File: src/rtl/adc_sweep_pkg.sv
// Package: shared state encoding for the sweep sequencer.
// Assumes: nothing beyond standard SystemVerilog.
package adc_sweep_pkg;
    typedef enum logic [1:0] {
        ST_IDLE  = 2'd0,
        ST_ARMED = 2'd1,
        ST_ISSUE = 2'd2,
        ST_WAIT  = 2'd3
    } sweep_state_t;
endpackage

File: src/rtl/adc_sweep_fall.sv
// Module: detects a high-to-low transition on the active-low trigger line.
// Assumes: trig_n is already synchronous to clk.
module adc_sweep_fall (
    input  logic clk,
    input  logic rst_n,
    input  logic trig_n,
    output logic fall
);
    logic trig_prev;

    // Keep the previous trigger level; the line idles high.
    always_ff @(posedge clk) begin
        if (!rst_n) trig_prev <= 1'b1;
        else        trig_prev <= trig_n;
    end

    assign fall = trig_prev && !trig_n;
endmodule

File: src/rtl/adc_sweep_order.sv
// Module: produces the interleaved channel order. The priority channels
// 0..P run in ascending order, then one ordinary channel; the ordinary
// channels P+1..NUM_CH-1 rotate.
// Assumes: prio_last is held constant while restart is low.
module adc_sweep_order #(
    parameter int NUM_CH = 8,
    parameter int PRIO_W = 2,
    localparam int CH_W  = $clog2(NUM_CH)
) (
    input  logic              clk,
    input  logic              rst_n,
    input  logic              restart,
    input  logic              advance,
    input  logic [PRIO_W-1:0] prio_last,
    output logic [CH_W-1:0]   cur_chan
);
    logic [CH_W-1:0] prio_ext;
    logic [CH_W-1:0] first_plain;
    logic [CH_W-1:0] next_plain;

    assign prio_ext    = CH_W'(prio_last);
    assign first_plain = prio_ext + CH_W'(1);

    // Step through the order; restart parks it at channel 0.
    always_ff @(posedge clk) begin
        if (!rst_n) begin
            cur_chan   <= '0;
            next_plain <= CH_W'(1);
        end else if (restart) begin
            cur_chan   <= '0;
            next_plain <= first_plain;
        end else if (advance) begin
            if (cur_chan < prio_ext) begin
                cur_chan <= cur_chan + CH_W'(1);
            end else if (cur_chan == prio_ext) begin
                cur_chan <= next_plain;
            end else begin
                cur_chan   <= '0;
                next_plain <= (next_plain == CH_W'(NUM_CH - 1)) ? first_plain
                                                                : next_plain + CH_W'(1);
            end
        end
    end
endmodule

File: src/rtl/adc_sweep_results.sv
// Module: one result register per channel, with a combinational read port.
// Assumes: at most one write per cycle.
module adc_sweep_results #(
    parameter int NUM_CH = 8,
    parameter int DATA_W = 10,
    localparam int CH_W  = $clog2(NUM_CH)
) (
    input  logic              clk,
    input  logic              rst_n,
    input  logic              wr_en,
    input  logic [CH_W-1:0]   wr_chan,
    input  logic [DATA_W-1:0] wr_data,
    input  logic [CH_W-1:0]   rd_chan,
    output logic [DATA_W-1:0] rd_data
);
    logic [DATA_W-1:0] bank [NUM_CH];

    for (genvar g = 0; g < NUM_CH; g++) begin : g_reg
        // Load this channel's register when its result arrives.
        always_ff @(posedge clk) begin
            if (!rst_n)                                  bank[g] <= '0;
            else if (wr_en && wr_chan == CH_W'(g))       bank[g] <= wr_data;
        end
    end

    assign rd_data = bank[rd_chan];
endmodule

File: src/rtl/adc_sweep_seq.sv
// Module: top of the sweep sequencer. It runs the start/wait state machine,
// captures the group and the priority settings, and joins the order
// generator, the trigger detector and the result bank.
// Assumes: the converter answers each start with exactly one done pulse,
// and that pulse comes one or more cycles later.
module adc_sweep_seq #(
    parameter int NUM_CH     = 8,
    parameter int DATA_W     = 10,
    parameter int NUM_GROUPS = 3,
    parameter int PRIO_W     = 2,
    localparam int CH_W      = $clog2(NUM_CH),
    localparam int GRP_W     = $clog2(NUM_GROUPS)
) (
    input  logic              clk,
    input  logic              rst_n,
    input  logic              run_en,
    input  logic              ext_trig_sel,
    input  logic [PRIO_W-1:0] prio_sel,
    input  logic [GRP_W-1:0]  group_sel,
    input  logic              trig_n,
    output logic              conv_start,
    output logic [CH_W-1:0]   conv_chan,
    output logic [GRP_W-1:0]  conv_group,
    input  logic              conv_done,
    input  logic [DATA_W-1:0] conv_data,
    input  logic [CH_W-1:0]   rd_chan,
    output logic [DATA_W-1:0] rd_data
);
    import adc_sweep_pkg::*;

    sweep_state_t      state;
    logic [GRP_W-1:0]  group_q;
    logic [PRIO_W-1:0] prio_q;
    logic [PRIO_W-1:0] prio_eff;
    logic [GRP_W-1:0]  group_ok;
    logic              trig_fall;
    logic              take_result;
    logic [CH_W-1:0]   cur_chan;

    // A group number beyond the last group falls back to group 0.
    assign group_ok = ({1'b0, group_sel} < (GRP_W + 1)'(NUM_GROUPS)) ? group_sel : '0;

    // Show the live field while idle so that the order restarts from the value being captured.
    assign prio_eff = (state == ST_IDLE) ? prio_sel : prio_q;

    assign take_result = (state == ST_WAIT) && conv_done && run_en;

    // Sweep control: idle, armed for a trigger, issue, wait for done.
    always_ff @(posedge clk) begin
        if (!rst_n) begin
            state   <= ST_IDLE;
            group_q <= '0;
            prio_q  <= '0;
        end else begin
            case (state)
                ST_IDLE: if (run_en) begin
                    group_q <= group_ok;
                    prio_q  <= prio_sel;
                    state   <= ext_trig_sel ? ST_ARMED : ST_ISSUE;
                end
                ST_ARMED: begin
                    if (!run_en)        state <= ST_IDLE;
                    else if (trig_fall) state <= ST_ISSUE;
                end
                ST_ISSUE: state <= run_en ? ST_WAIT : ST_IDLE;
                ST_WAIT: begin
                    if (!run_en)        state <= ST_IDLE;
                    else if (conv_done) state <= ST_ISSUE;
                end
                default: state <= ST_IDLE;
            endcase
        end
    end

    assign conv_start = (state == ST_ISSUE) && run_en;
    assign conv_chan  = cur_chan;
    assign conv_group = group_q;

    adc_sweep_fall i_fall (
        .clk    (clk),
        .rst_n  (rst_n),
        .trig_n (trig_n),
        .fall   (trig_fall)
    );

    adc_sweep_order #(.NUM_CH(NUM_CH), .PRIO_W(PRIO_W)) i_order (
        .clk       (clk),
        .rst_n     (rst_n),
        .restart   (state == ST_IDLE),
        .advance   (take_result),
        .prio_last (prio_eff),
        .cur_chan  (cur_chan)
    );

    adc_sweep_results #(.NUM_CH(NUM_CH), .DATA_W(DATA_W)) i_results (
        .clk     (clk),
        .rst_n   (rst_n),
        .wr_en   (take_result),
        .wr_chan (cur_chan),
        .wr_data (conv_data),
        .rd_chan (rd_chan),
        .rd_data (rd_data)
    );
endmodule

File: config.mk
export PLATFORM = sky130hd
export DESIGN_NAME = adc_sweep_seq
export DESIGN_NICKNAME = d
export VERILOG_FILES = /design/src/rtl/adc_sweep_pkg.sv /design/src/rtl/adc_sweep_fall.sv /design/src/rtl/adc_sweep_order.sv /design/src/rtl/adc_sweep_results.sv /design/src/rtl/adc_sweep_seq.sv
export SDC_FILE = /design/constraint.sdc
export NUM_CORES = 1
export LEC_CHECK = 0
export BUFFER_PORTS_ARGS = -buffer_cell sky130_fd_sc_hd__buf_2
export CORE_MARGIN = 3
export CORE_UTILIZATION = 35
export CTS_BUF_LIST = sky130_fd_sc_hd__clkbuf_2 sky130_fd_sc_hd__clkbuf_4 sky130_fd_sc_hd__clkbuf_8
export DETAILED_ROUTE_END_ITERATION = 6
export GPL_ROUTABILITY_DRIVEN = 0
export PLACE_DENSITY = 0.62
export SLEW_MARGIN = 15
export SYNTH_ARGS = -nofsm -noshare
export SYNTH_HDL_FRONTEND = slang
export SYNTH_SLANG_ARGS = --single-unit
File: constraint.sdc
create_clock -name clk -period 3.02 [get_ports clk]
set_input_delay 0.604 -clock clk [delete_from_list [all_inputs] [get_ports clk]]
set_output_delay 0.604 -clock clk [all_outputs]
set_load 0.005 [all_outputs]
# Word level (Yosys, flattened, before mapping)
# Memory sizes are Yosys's and may differ from the RTL's.
# Index checks and enable logic that the tools add are counted.
# word_totals
register_bits,13
latch_bits,0
mem_bits_rw,80
romBits,0
out_inout_bits,16
wordCells,108
mem_count,1
# classes
addsub,3
n_mul,0
div_mod_pow,0
n_lt_le_gt_ge,2
n_eq_ne,17
shifts,0
mux,50
bitwise,9
n_reduce_logical,20
# memory_table
name,words,word_bits,read_ports,rd_ports_with_merged_regs,write_ports,line_no,rtl
i_results.bank,8,10,1,0,8,adc_sweep_results.sv:16,logic [DATA_W-1:0] bank [NUM_CH];
# op_table
cell,n
two-way mux 10 bit,8
two-way mux 1 bit,25
two-way mux 3 bit,7
two-way mux 2 bit,9
"== test 3 bit, second input constant",5
logical AND 1 bit,12
bitwise OR 1 bit,8
one-hot mux 2 bit (4 select lines),1
"adder 3 x 1 -> 3 bit, second input constant",2
"== test 3 x 2 -> 1 bit, second input constant",2
AND reduction 3 bit,2
"== test 2 bit, second input constant",2
"inequality test 2 x 1 -> 1 bit, second input constant",2
"adder 2 x 1 -> 3 bit, second input constant",1
"== test 3 x 1 -> 1 bit, second input constant",1
== test 3 x 2 -> 1 bit,1
logical NOT 3 bit,1
less-than comparator 3 x 2 -> 1 bit,1
"inequality test 3 x 2 -> 1 bit, second input constant",1
"inequality test 3 bit, second input constant",1
"== test 2 x 1 -> 1 bit, second input constant",1
logical NOT 2 bit,1
"less-than comparator 2 bit, second input constant",1
"inequality test 2 bit, second input constant",1
other kinds (5),5

# Logic depth before layout (Yosys ltp)
# Gate-level depths: netlist of run 1.
# logic_depth
ltp_word,8
depth_mapped,7
mapped_depth_nobuf,7

# Modules after synthesis
# From an unflattened synthesis of run 1, not the netlist that was laid out.
# unflattened
cells_unflattened,317
hier_area_um2,4429.2
# modules_own_cells
module,instances,cells_each,area_each_um2,seq_area_each_um2
adc_sweep_results,1,238,3661.0,2402.3
adc_sweep_order,1,42,414.1,120.1
adc_sweep_seq,1,34,321.6,120.1
adc_sweep_fall,1,3,32.5,20.0

# Worst setup path after synthesis of run 1
# No wires, ideal clock.
# synth_timing
kind,in2reg
startpoint,input port conv_done
endpoint,memory i_results.bank[2][0] (enable)
setup_time_ns,0.391
arrival_ns,1.896
t_required_ns,2.629
slack_ns,0.733
path_stages,5
path_buffers,1
path_cell_list,and3_2 -> and2_4 -> buf_12 -> nand2_4 -> o21ai_0
# synth_lines
item,line_no,rtl
"start, declared",adc_sweep_seq.sv:24,"input logic conv_done,"
"end, declared",adc_sweep_results.sv:16,

# Final worst setup path of run 1
# layout_timing
startpoint,input port rd_chan[0]
endpoint,output port rd_data[6]
# layout_via
elab_chain_cells,1
# layout_lines
item,line_no,rtl
"start, declared",adc_sweep_seq.sv:26,"input logic [CH_W-1:0] rd_chan,"
memory read (8 x 10 bit),--,
"end, declared",adc_sweep_seq.sv:27,output logic [DATA_W-1:0] rd_data
# No other way between the ends.

==> results of run 1 <==
[how the worst min path moves through the flow]
stage / end / slack [ps]
4_1_cts: i_fall.trig_prev / 410
2_1_floorplan: prio_q[1] / 440
5_1_grt: i_fall.trig_prev / 420
3_5_place_dp: prio_q[1] / 460
3_3_place_gp: prio_q[1] / 450
6_report: i_fall.trig_prev / 430
[per-layer routing]
layer | track usage | wire, um
met2 | 0.249 | 4950
met3 | 0.0363 | 679
met4 | 0.0429 | 104
met1 | 0.189 | 4330
met5 | 0 | 0
[power by group through the flow]
stage / clock (uW) / combinational, uW / sequential, uW
after global routing: 934 / 257 / 1460
after CTS: 870 / 238 / 1450
after floorplan: 0 / 151 / 1480
final: 857 / 235 / 1450
after detailed placement: 0 / 237 / 1480
after global placement: 0 / 233 / 1480
[registers in the layout, indices dropped and copies added, names as in the netlist]
| name | count |
|---|---|
| i_results.bank | 80 |
| i_order.cur_chan | 3 |
| i_order.next_plain | 3 |
| conv_group | 2 |
| prio_q | 2 |
| state | 2 |
| i_fall.trig_prev | 1 |
[layout by cell type (no fill, tap or decap), types with 2 or more instances in the layout]
| cell type | count |
|---|---|
| buf_4 | 8 |
| a21boi_0 | 4 |
| inv_6 | 3 |
| nand3b_1 | 3 |
| a31oi_1 | 2 |
| a22oi_1 | 2 |
| nor2_1 | 62 |
| a21oi_1 | 5 |
| o21ai_0 | 9 |
| inv_1 | 7 |
| mux2_2 | 13 |
| and2_1 | 20 |
| nand2_1 | 41 |
| dfxtp_1 | 13 |
| edfxtp_1 | 80 |
| ha_1 | 11 |
| nor2b_1 | 2 |
| buf_2 | 38 |
| mux4_1 | 20 |
| clkbuf_8 | 9 |
| and2_2 | 2 |
| mux2i_1 | 5 |
| nand2_4 | 3 |
[per-stage QoR]
step | total power (uW) | setup WS [ps] | hold WS (ps) | util
2_1_floorplan | 1630 | 733 | 443 | -
3_3_place_gp | 1720 | 504 | 450 | 0.386
3_5_place_dp | 1720 | 498 | 460 | 0.386
4_1_cts | 2560 | 494 | 413 | 0.402
5_1_grt | 2650 | 466 | 424 | 0.402
6_report | 2550 | 489 | 425 | 0.402
[layout make-up]
class | instances | area, um^2
diodes | 1 | 2.50
clock buffers | 10 | 131
flip-flops and latches | 93 | 2660
multi-input cells | 219 | 1710
clock inverters | 6 | 68.8
inverters | 7 | 26.3
repair buffers | 47 | 270
fillers | 1177 | 7580
well taps | 172 | 215
[cells by family after synthesis]
| kind of cell | after synthesis |
|---|---|
| AO/OA/AOI/OAI | 30 |
| AND/OR/NAND/NOR | 140 |
| adder cells (fa/ha/maj) | 11 |
| flip-flops | 93 |
| multiplexers | 38 |
| buffers and inverters | 28 |
==> summary.md, run 1 <==
| Metric | Value |
|---|---|
| Cell-internal power | 1940 uW |
| Largest net degree at the start of global routing | 28 |
| H-tree levels | 3 |
| Hold Crit Class | in2reg |
| Fmax | 395 MHz |
| RR Startpoint | state[1] |
| Max-cap check violation count | 0 |
| CP dominant cell by count | buf_2 |
| Asr flop ratio synth | 0 |
| Count leader, synth | edfxtp_1 |
| DR iter-0 viols | 247 |
| Relative slew slack | 0.588 |
| Status | finished, final reports clean |
| Predominant post-synthesis flop cell | edfxtp_1 |
| Seq/Total Area, Yosys | 0.584 |
| FP Rows | 41 |
| Core area | 12700 um^2 |
| Worst Skew | 12.2 ps |
| Levels on crit path | 5 |
| DRC | 0 |
| Crit Path Class | in2out |
| Post-CTS sizing | 0 |
| Synth area leader | edfxtp_1 |
| Worst reg2reg setup slack | 700 ps |
| Clock tree sinks | 93 |
| Layout cell share with drive strength beyond 1 | 0.220 |
| Synth-to-layout area growth | 11.6% |
| Dominant cells by area after synthesis | edfxtp_1, mux4_1, dfxtp_1, nor2_1, nand2_1 |
| Cell family with most CP delay | multiplexers |
| FF-to-FF path depth | 6 |
| Worst Setup SP | rd_chan[0] |
| Post-Synth Adder-Cell Area | 0.0302 |
| Post-synth top cells | edfxtp_1, nor2_1, nand2_1, and2_1, mux4_1 |
| Clock share of power | 0.337 |
| Netlist Area Pre-Place | 4560 um^2 |
| RSZ-0062 raised after global routing | no |
| Die area | 14400 um^2 |
| Worst Path Required | 2420 ps |
| Seq pwr share | 0.571 |
| Detailed placement HPWL | 6590 um |
| Pwr dens | 500 nW/um^2 |
| Finished Cell Area | 5090 um^2 |
| Fin. Hold Viols | 0 |
| First-pass detailed-route iteration total | 4 |
| DP Area | 4890 um^2 |
| Syn Nets | 374 |
| Register bit count reported by yosys | 93 |
| Final ANT Viol Nets | 0 |
| TritonCTS clock tree | done |
| CP max stage cell | mux4_1 |
| Routed WL per cell | 18.1 um |
| Synth Area in Compound Gates | 0.0458 |
| Final min period | 2530 ps |
| Inserted Clock Buffers | 9 |
| Tcrit/Tclk final | 0.838 |
| CP Capture Point | rd_data[6] |
| Worst Path Buf+Inv | 3 |
| Net Switching | 602 uW |
| Congestion Overflow GR | 0 |
| Worst skew pair latency | 380 ps |
| Number of global-route vias before repair | 2863 |
| Number of synthesized flops with an enable pin | 80 |
| Post-route insts no fill | 555 |
| Hold Path Depth | 2 |
| Synth unique cells | 40 |
| Nets@finish | 411 |
| Crit path DAT | 1930 ps |
| Post-CTS Setup Bufs | 0 |
| Total Routed Length | 10100 um |
| Synth Area in Simple Gates | 0.142 |
| Gate power share | 0.092 |
| Root Buffer | clkbuf_8 |
| Vias | 2751 |
| Global-route wire length before repair | 15900 um |
| Clock-pin slew on the worst setup and hold paths | 80 ps |
| CP cell instances | buf_2 -> buf_12 -> mux4_1 -> mux2_2 -> buf_2 |
| Crit end category | output pin |
| Total negative slack | 0 ps |
| Initial antenna violation count | 1 |
| Top cell type's share of synthesized area | 0.527 |
| Placed cell count | 538 |
| Hold buffer count at cts | 0 |
| LEAKAGE | 0.00195 uW |
| Crit Reg-Reg Endpoint | i_order.next_plain[1] |
| Worst vdd ir | 0.000231 V |
| Vert. Die Dim | 120 um |
| Vias/cell | 4.96 |
| Post-synthesis mux area share | 0.158 |
| Yosys warning total | 0 |
| Slew at the pin closest to its max-slew limit | 616 ps |
| GR Util All Layers | 0.148 |
| Max clock buf depth | 2 |
| Setup violations, final | 0 |
| # IOs | 39 |
| Avg Inst Size Synth | 13.4 um^2 |
| Crit Path Max Fanout | 20 |
| Largest family of logic cells by synthesized area | multiplexers |
| Post-synthesis xor/xnor area fraction | 0 |
| Port Buffers | 38 |
| Startpoint Class | input pin |
| Sw Ratio | 0.237 |
| Starting Density | 0.360 |
| Critical Path Max Stage Delay | 600 ps |
| Syn Inst Count | 340 |
| Fin. max-slew vios | 0 |
| Die Span X | 120 um |
| Min-delay src | trig_n |
No activity file was read; power rests on OpenSTA's default activity.
==> run 2: changes to the inputs <==
Settings changed: PLACE_DENSITY 0.62 to 0.63.
Clock period 3.02 ns to 2.25 ns, I/O delays scaled along.
==> summary.md, run 2 (synthesis results as in run 1) <==
| Metric | Value |
|---|---|
| Status | finished, final reports clean |
| H-tree levels | 3 |
| Clock tree sinks | 93 |
| GR Util All Layers | 0.152 |
| Initial antenna violation count | 0 |
| Setup violations, final | 0 |
| Worst vdd ir | 0.000468 V |
| Fin. max-slew vios | 0 |
| Commonest non-fill, non-tap cell in the layout | edfxtp_1 |
| Startpoint Class | input pin |
| Placement Setup Slack | 43.4 ps |
| Crit Path Class | in2out |
| Congestion Overflow GR | 0 |
| Starting Density | 0.360 |
| Crit Reg-Reg Endpoint | i_order.next_plain[0] |
| Vert. Die Dim | 120 um |
| Die area | 14400 um^2 |
| Layout cell share with drive strength beyond 1 | 0.249 |
| Port Buffers | 38 |
| Crit end category | output pin |
| Fin. Hold Viols | 0 |
| Hold buffer count at cts | 0 |
| Worst skew pair latency | 370 ps |
| Crit Path Max Fanout | 11 |
| Root Buffer | clkbuf_8 |
| Max FFs per register | 80 |
| Die Span X | 120 um |
| Routed WL per cell | 18.4 um |
| Fin worst setup slack | 58.0 ps |
| Slew at the pin closest to its max-slew limit | 532 ps |
| Post-CTS Setup Bufs | 0 |
| Most frequent cells in the layout | edfxtp_1, nor2_1, nand2_1 |
| Synth-to-layout area growth | 13.6% |
| Tcrit/Tclk final | 0.974 |
| RR Startpoint | state[1] |
| FP Rows | 41 |
| Min-delay src | trig_n |
| DR iter-0 viols | 266 |
| Worst hold slack | 280 ps |
| N_diodes | 0 |
| Largest net degree at the start of global routing | 21 |
| Final ANT Viol Nets | 0 |
| Fmax | 456 MHz |
| Total negative slack | 0 ps |
| DRC | 0 |
| Hold Path Depth | 2 |
| Worst Path Required | 1800 ps |
| Vias/cell | 5.01 |
| Relative slew slack | 0.645 |
| Detailed placement HPWL | 7090 um |
| FF-to-FF path depth | 6 |
| Final min period | 2190 ps |
| Top reg by flops | i_results.bank |
| Worst Skew | 11.7 ps |
| Max clock buf depth | 2 |
| First-pass detailed-route iteration total | 5 |
| Clock-pin slew on the worst setup and hold paths | 90 ps |
| Nets@finish | 423 |
| LEAKAGE | 0.00200 uW |
| Global-route wire length before repair | 16300 um |
| Hold Path Sink | i_fall.trig_prev |
| Final Util | 0.409 |
| Max-cap check violation count | 0 |
| # IOs | 39 |
| Worst reg2reg setup slack | 270 ps |
| Core area | 12700 um^2 |
| Crit path DAT | 1740 ps |
| Vias | 2829 |
| TritonCTS clock tree | done |
| Number of global-route vias before repair | 2958 |
| RSZ-0062 raised after global routing | no |
| Inserted Clock Buffers | 9 |
| Largest regs | i_results.bank (80), i_order.cur_chan (3), i_order.next_plain (3) |
| Pwr dens | 657 nW/um^2 |
| Hold Crit Class | in2reg |
| Total Routed Length | 10400 um |
-- run 2: cell count changes in the layout (fill, tap and decap cells not counted), sizes merged --
| cell | change |
|---|---|
| inv | -2 |
| buf | +12 |
| clkinv | +1 |
| diode | -1 |
-- run 2: what timing repair did --
action                     CTS  global route
hold endpoints to repair     0             0
setup endpoints to repair    0             2
resized for setup            0             3
-- run 2: where the power goes --
group	internal (uW)	switching [uW]	total [uW]
registers	1930	25.0	1950
clock network	524	591	1120
logic	164	178	341
-- run 2: critical path, stage by stage --
cell and delay (ps):
buf_2 140, buf_12 150, mux4_1 550, mux2_2 310, buf_2 140
-- run 2: cell type report --
| class | instances | area (um^2) |
|---|---|---|
| Timing Repair Buffer | 59 | 385 |
| Inverter | 7 | 26.3 |
| Fill cell | 1226 | 7490 |
| Clock buffer | 10 | 131 |
| Multi-Input combinational cell | 219 | 1700 |
| Tap cell | 172 | 215 |
| Sequential cell | 93 | 2660 |
| Clock inverter | 5 | 60.1 |
-- run 2: worst max-delay path by stage --
| stage | depth (start not counted) | slack [ps] | end | start |
|---|---|---|---|---|
| finish | 5 | 60 | rd_data[5] | rd_chan[0] |
| global route | 5 | 0.04 | rd_data[5] | rd_chan[0] |
| CTS | 3 | 40 | rd_data[3] | i_results.bank[5][3] |
| detailed placement | 5 | 40 | rd_data[1] | rd_chan[0] |
| global placement | 5 | 40 | rd_data[1] | rd_chan[0] |
| floorplan | 5 | 120 | i_results.bank[2][0] | conv_done |
-- run 2: metrics by stage --
step / area [um^2] / total power, uW / instances
2_1_floorplan: 4560 / 2180 / 340
3_3_place_gp: 5000 / 2320 / 550
3_5_place_dp: 5000 / 2340 / 550
4_1_cts: 5190 / 3440 / 565
5_1_grt: 5180 / 3550 / 565
6_report: 5180 / 3410 / 565
-- run 2: per-layer routing --
metal,part of all wire,vias to the layer above,wire [um],global-route usage
met5,0,-,0,0
met4,0.019,0,196,0.0437
met3,0.095,18,990,0.0476
met2,0.49,131,5070,0.253
met1,0.40,1344,4130,0.192
li1,-,1336,-,-
==> run 3: changes to the inputs <==
Settings changed: CORE_ASPECT_RATIO set to 0.8.
==> summary.md, run 3 (synthesis results as in run 1) <==
| Metric | Value |
|---|---|
| Status | finished, final reports clean |
| Hold Crit Class | in2reg |
| Clock-pin slew on the worst setup and hold paths | 100 ps |
| Total Routed Length | 10500 um |
| Die area | 14400 um^2 |
| Slew at the pin closest to its max-slew limit | 597 ps |
| GR Layer Usage met1 | 0.202 |
| Congestion Overflow GR | 0 |
| Hold Path Sink | i_fall.trig_prev |
| Number of global-route vias before repair | 2945 |
| Starting Density | 0.366 |
| N_diodes | 0 |
| Fill cells | 1192 |
| Worst reg2reg setup slack | 210 ps |
| Post-CTS Setup Bufs | 0 |
| Max FFs per register | 80 |
| Fmax | 457 MHz |
| Global-route wire length before repair | 16500 um |
| Commonest non-fill, non-tap cell in the layout | edfxtp_1 |
| RSZ-0062 raised after global routing | no |
| Root Buffer | clkbuf_8 |
| Total negative slack | 0 ps |
| GRT busiest layer | met2 |
| Min-delay src | trig_n |
| Crit path DAT | 1740 ps |
| Crit Path Class | in2out |
| DR iter-0 viols | 312 |
| Max clock buf depth | 2 |
| Pwr dens | 660 nW/um^2 |
| TritonCTS clock tree | done |
| Global Route met3 Usage | 0.0409 |
| Vert. Die Dim | 108 um |
| Routed WL per cell | 18.7 um |
| Vias | 2814 |
| Relative slew slack | 0.602 |
| Largest regs | i_results.bank (80), i_order.cur_chan (3), i_order.next_plain (3) |
| Detailed placement HPWL | 7050 um |
| Worst skew pair latency | 370 ps |
| Top reg by flops | i_results.bank |
| Nets@finish | 423 |
| Hold Path Depth | 2 |
| Setup violations, final | 0 |
| Layout cell share with drive strength beyond 1 | 0.244 |
| Port Buffers | 38 |
| Max-cap check violation count | 0 |
| Inserted Clock Buffers | 9 |
| LEAKAGE | 0.00200 uW |
| GR Util All Layers | 0.154 |
| Fin. max-slew vios | 0 |
| Final Util | 0.416 |
| Tcrit/Tclk final | 0.973 |
| Final min period | 2190 ps |
| Post-route total power | 3420 uW |
| Fin. Hold Viols | 0 |
| Most frequent cells in the layout | edfxtp_1, nor2_1, nand2_1 |
| Worst Skew | 12.1 ps |
| Synth-to-layout area growth | 13.7% |
| Crit Reg-Reg Endpoint | i_order.next_plain[1] |
| Worst vdd ir | 0.000268 V |
| Crit end category | output pin |
| Clock tree sinks | 93 |
| RR Startpoint | state[1] |
| Initial antenna violation count | 0 |
| DRC | 0 |
| H-tree levels | 3 |
| Crit Path Max Fanout | 14 |
| Final ANT Viol Nets | 0 |
| Fin worst setup slack | 61.4 ps |
| Die Span X | 134 um |
| First-pass detailed-route iteration total | 4 |
| Core area | 12500 um^2 |
| FP Rows | 36 |
| Startpoint Class | input pin |
| Vias/cell | 4.99 |
| GR Util met2 | 0.256 |
| # IOs | 39 |
| FF-to-FF path depth | 6 |
| Placement Setup Slack | 67.8 ps |
| Largest net degree at the start of global routing | 21 |
| Worst Path Required | 1800 ps |
==> run 3: changes by cell type in the layout (fill, tap and decap cells not counted), sizes merged <==
cell / before / now
clkbuf: 10 / 9
clkinv: 2 / 1
clkinvlp: 1 / 3
==> run 3: report_power, final <==
| part | internal, uW | leakage, uW | switching [uW] |
|---|---|---|---|
| logic | 160 | 0.000982 | 175 |
| clock network | 516 | 0.0000895 | 623 |
| registers | 1930 | 0.000931 | 24.2 |
| total | 2600 | 0.00200 | 822 |
==> run 3: worst max-delay path, cell delays in order <==
cell    delay [ps]
buf_2          110
buf_12         160
mux4_1         570
mux2_2         300
buf_2          140
==> run 3: what timing repair did <==
action / CTS / global route
hold buffers: 0 / 0
setup endpoints to repair: 0 / 3
gates resized for setup: 0 / 1
==> run 3: worst max path at each step <==
| stage | start | to | slack, ps | cells after the start |
|---|---|---|---|---|
| finish | rd_chan[0] | rd_data[0] | 60 | 5 |
| global route | i_results.bank[1][5] | rd_data[5] | 30 | 3 |
| CTS | i_results.bank[5][3] | rd_data[3] | 40 | 3 |
| detailed placement | rd_chan[0] | rd_data[3] | 70 | 5 |
| global placement | rd_chan[0] | rd_data[0] | 70 | 5 |
| floorplan | conv_done | i_results.bank[2][0] | 120 | 5 |
==> run 3: per-layer routing <==
metal / vias up / share of wire
li1: 1338 / -
met1: 1366 / 0.44
met2: 97 / 0.48
met3: 13 / 0.070
met4: 0 / 0.012
met5: - / 0
==> run 3: through the flow <==
| step | std cells | hold slack, ps | cell area, um^2 |
|---|---|---|---|
| final | 564 | 268 | 5190 |
| after global routing | 564 | 268 | 5190 |
| after CTS | 564 | 251 | 5190 |
| after detailed placement | 549 | 467 | 4990 |
| after global placement | 549 | 451 | 4990 |
| after floorplan | 340 | 443 | 4560 |
==> run 3: layout make-up <==
cell class	count	area (um^2)	share of cell area
sequential	93	2660	0.513
multi-input combinational	219	1720	0.331
timing repair buffer	59	373	0.0719
tap	171	214	0.0412
clock buffer	9	124	0.0239
clock inverter	6	72.6	0.0140
inverter	7	26.3	0.00506
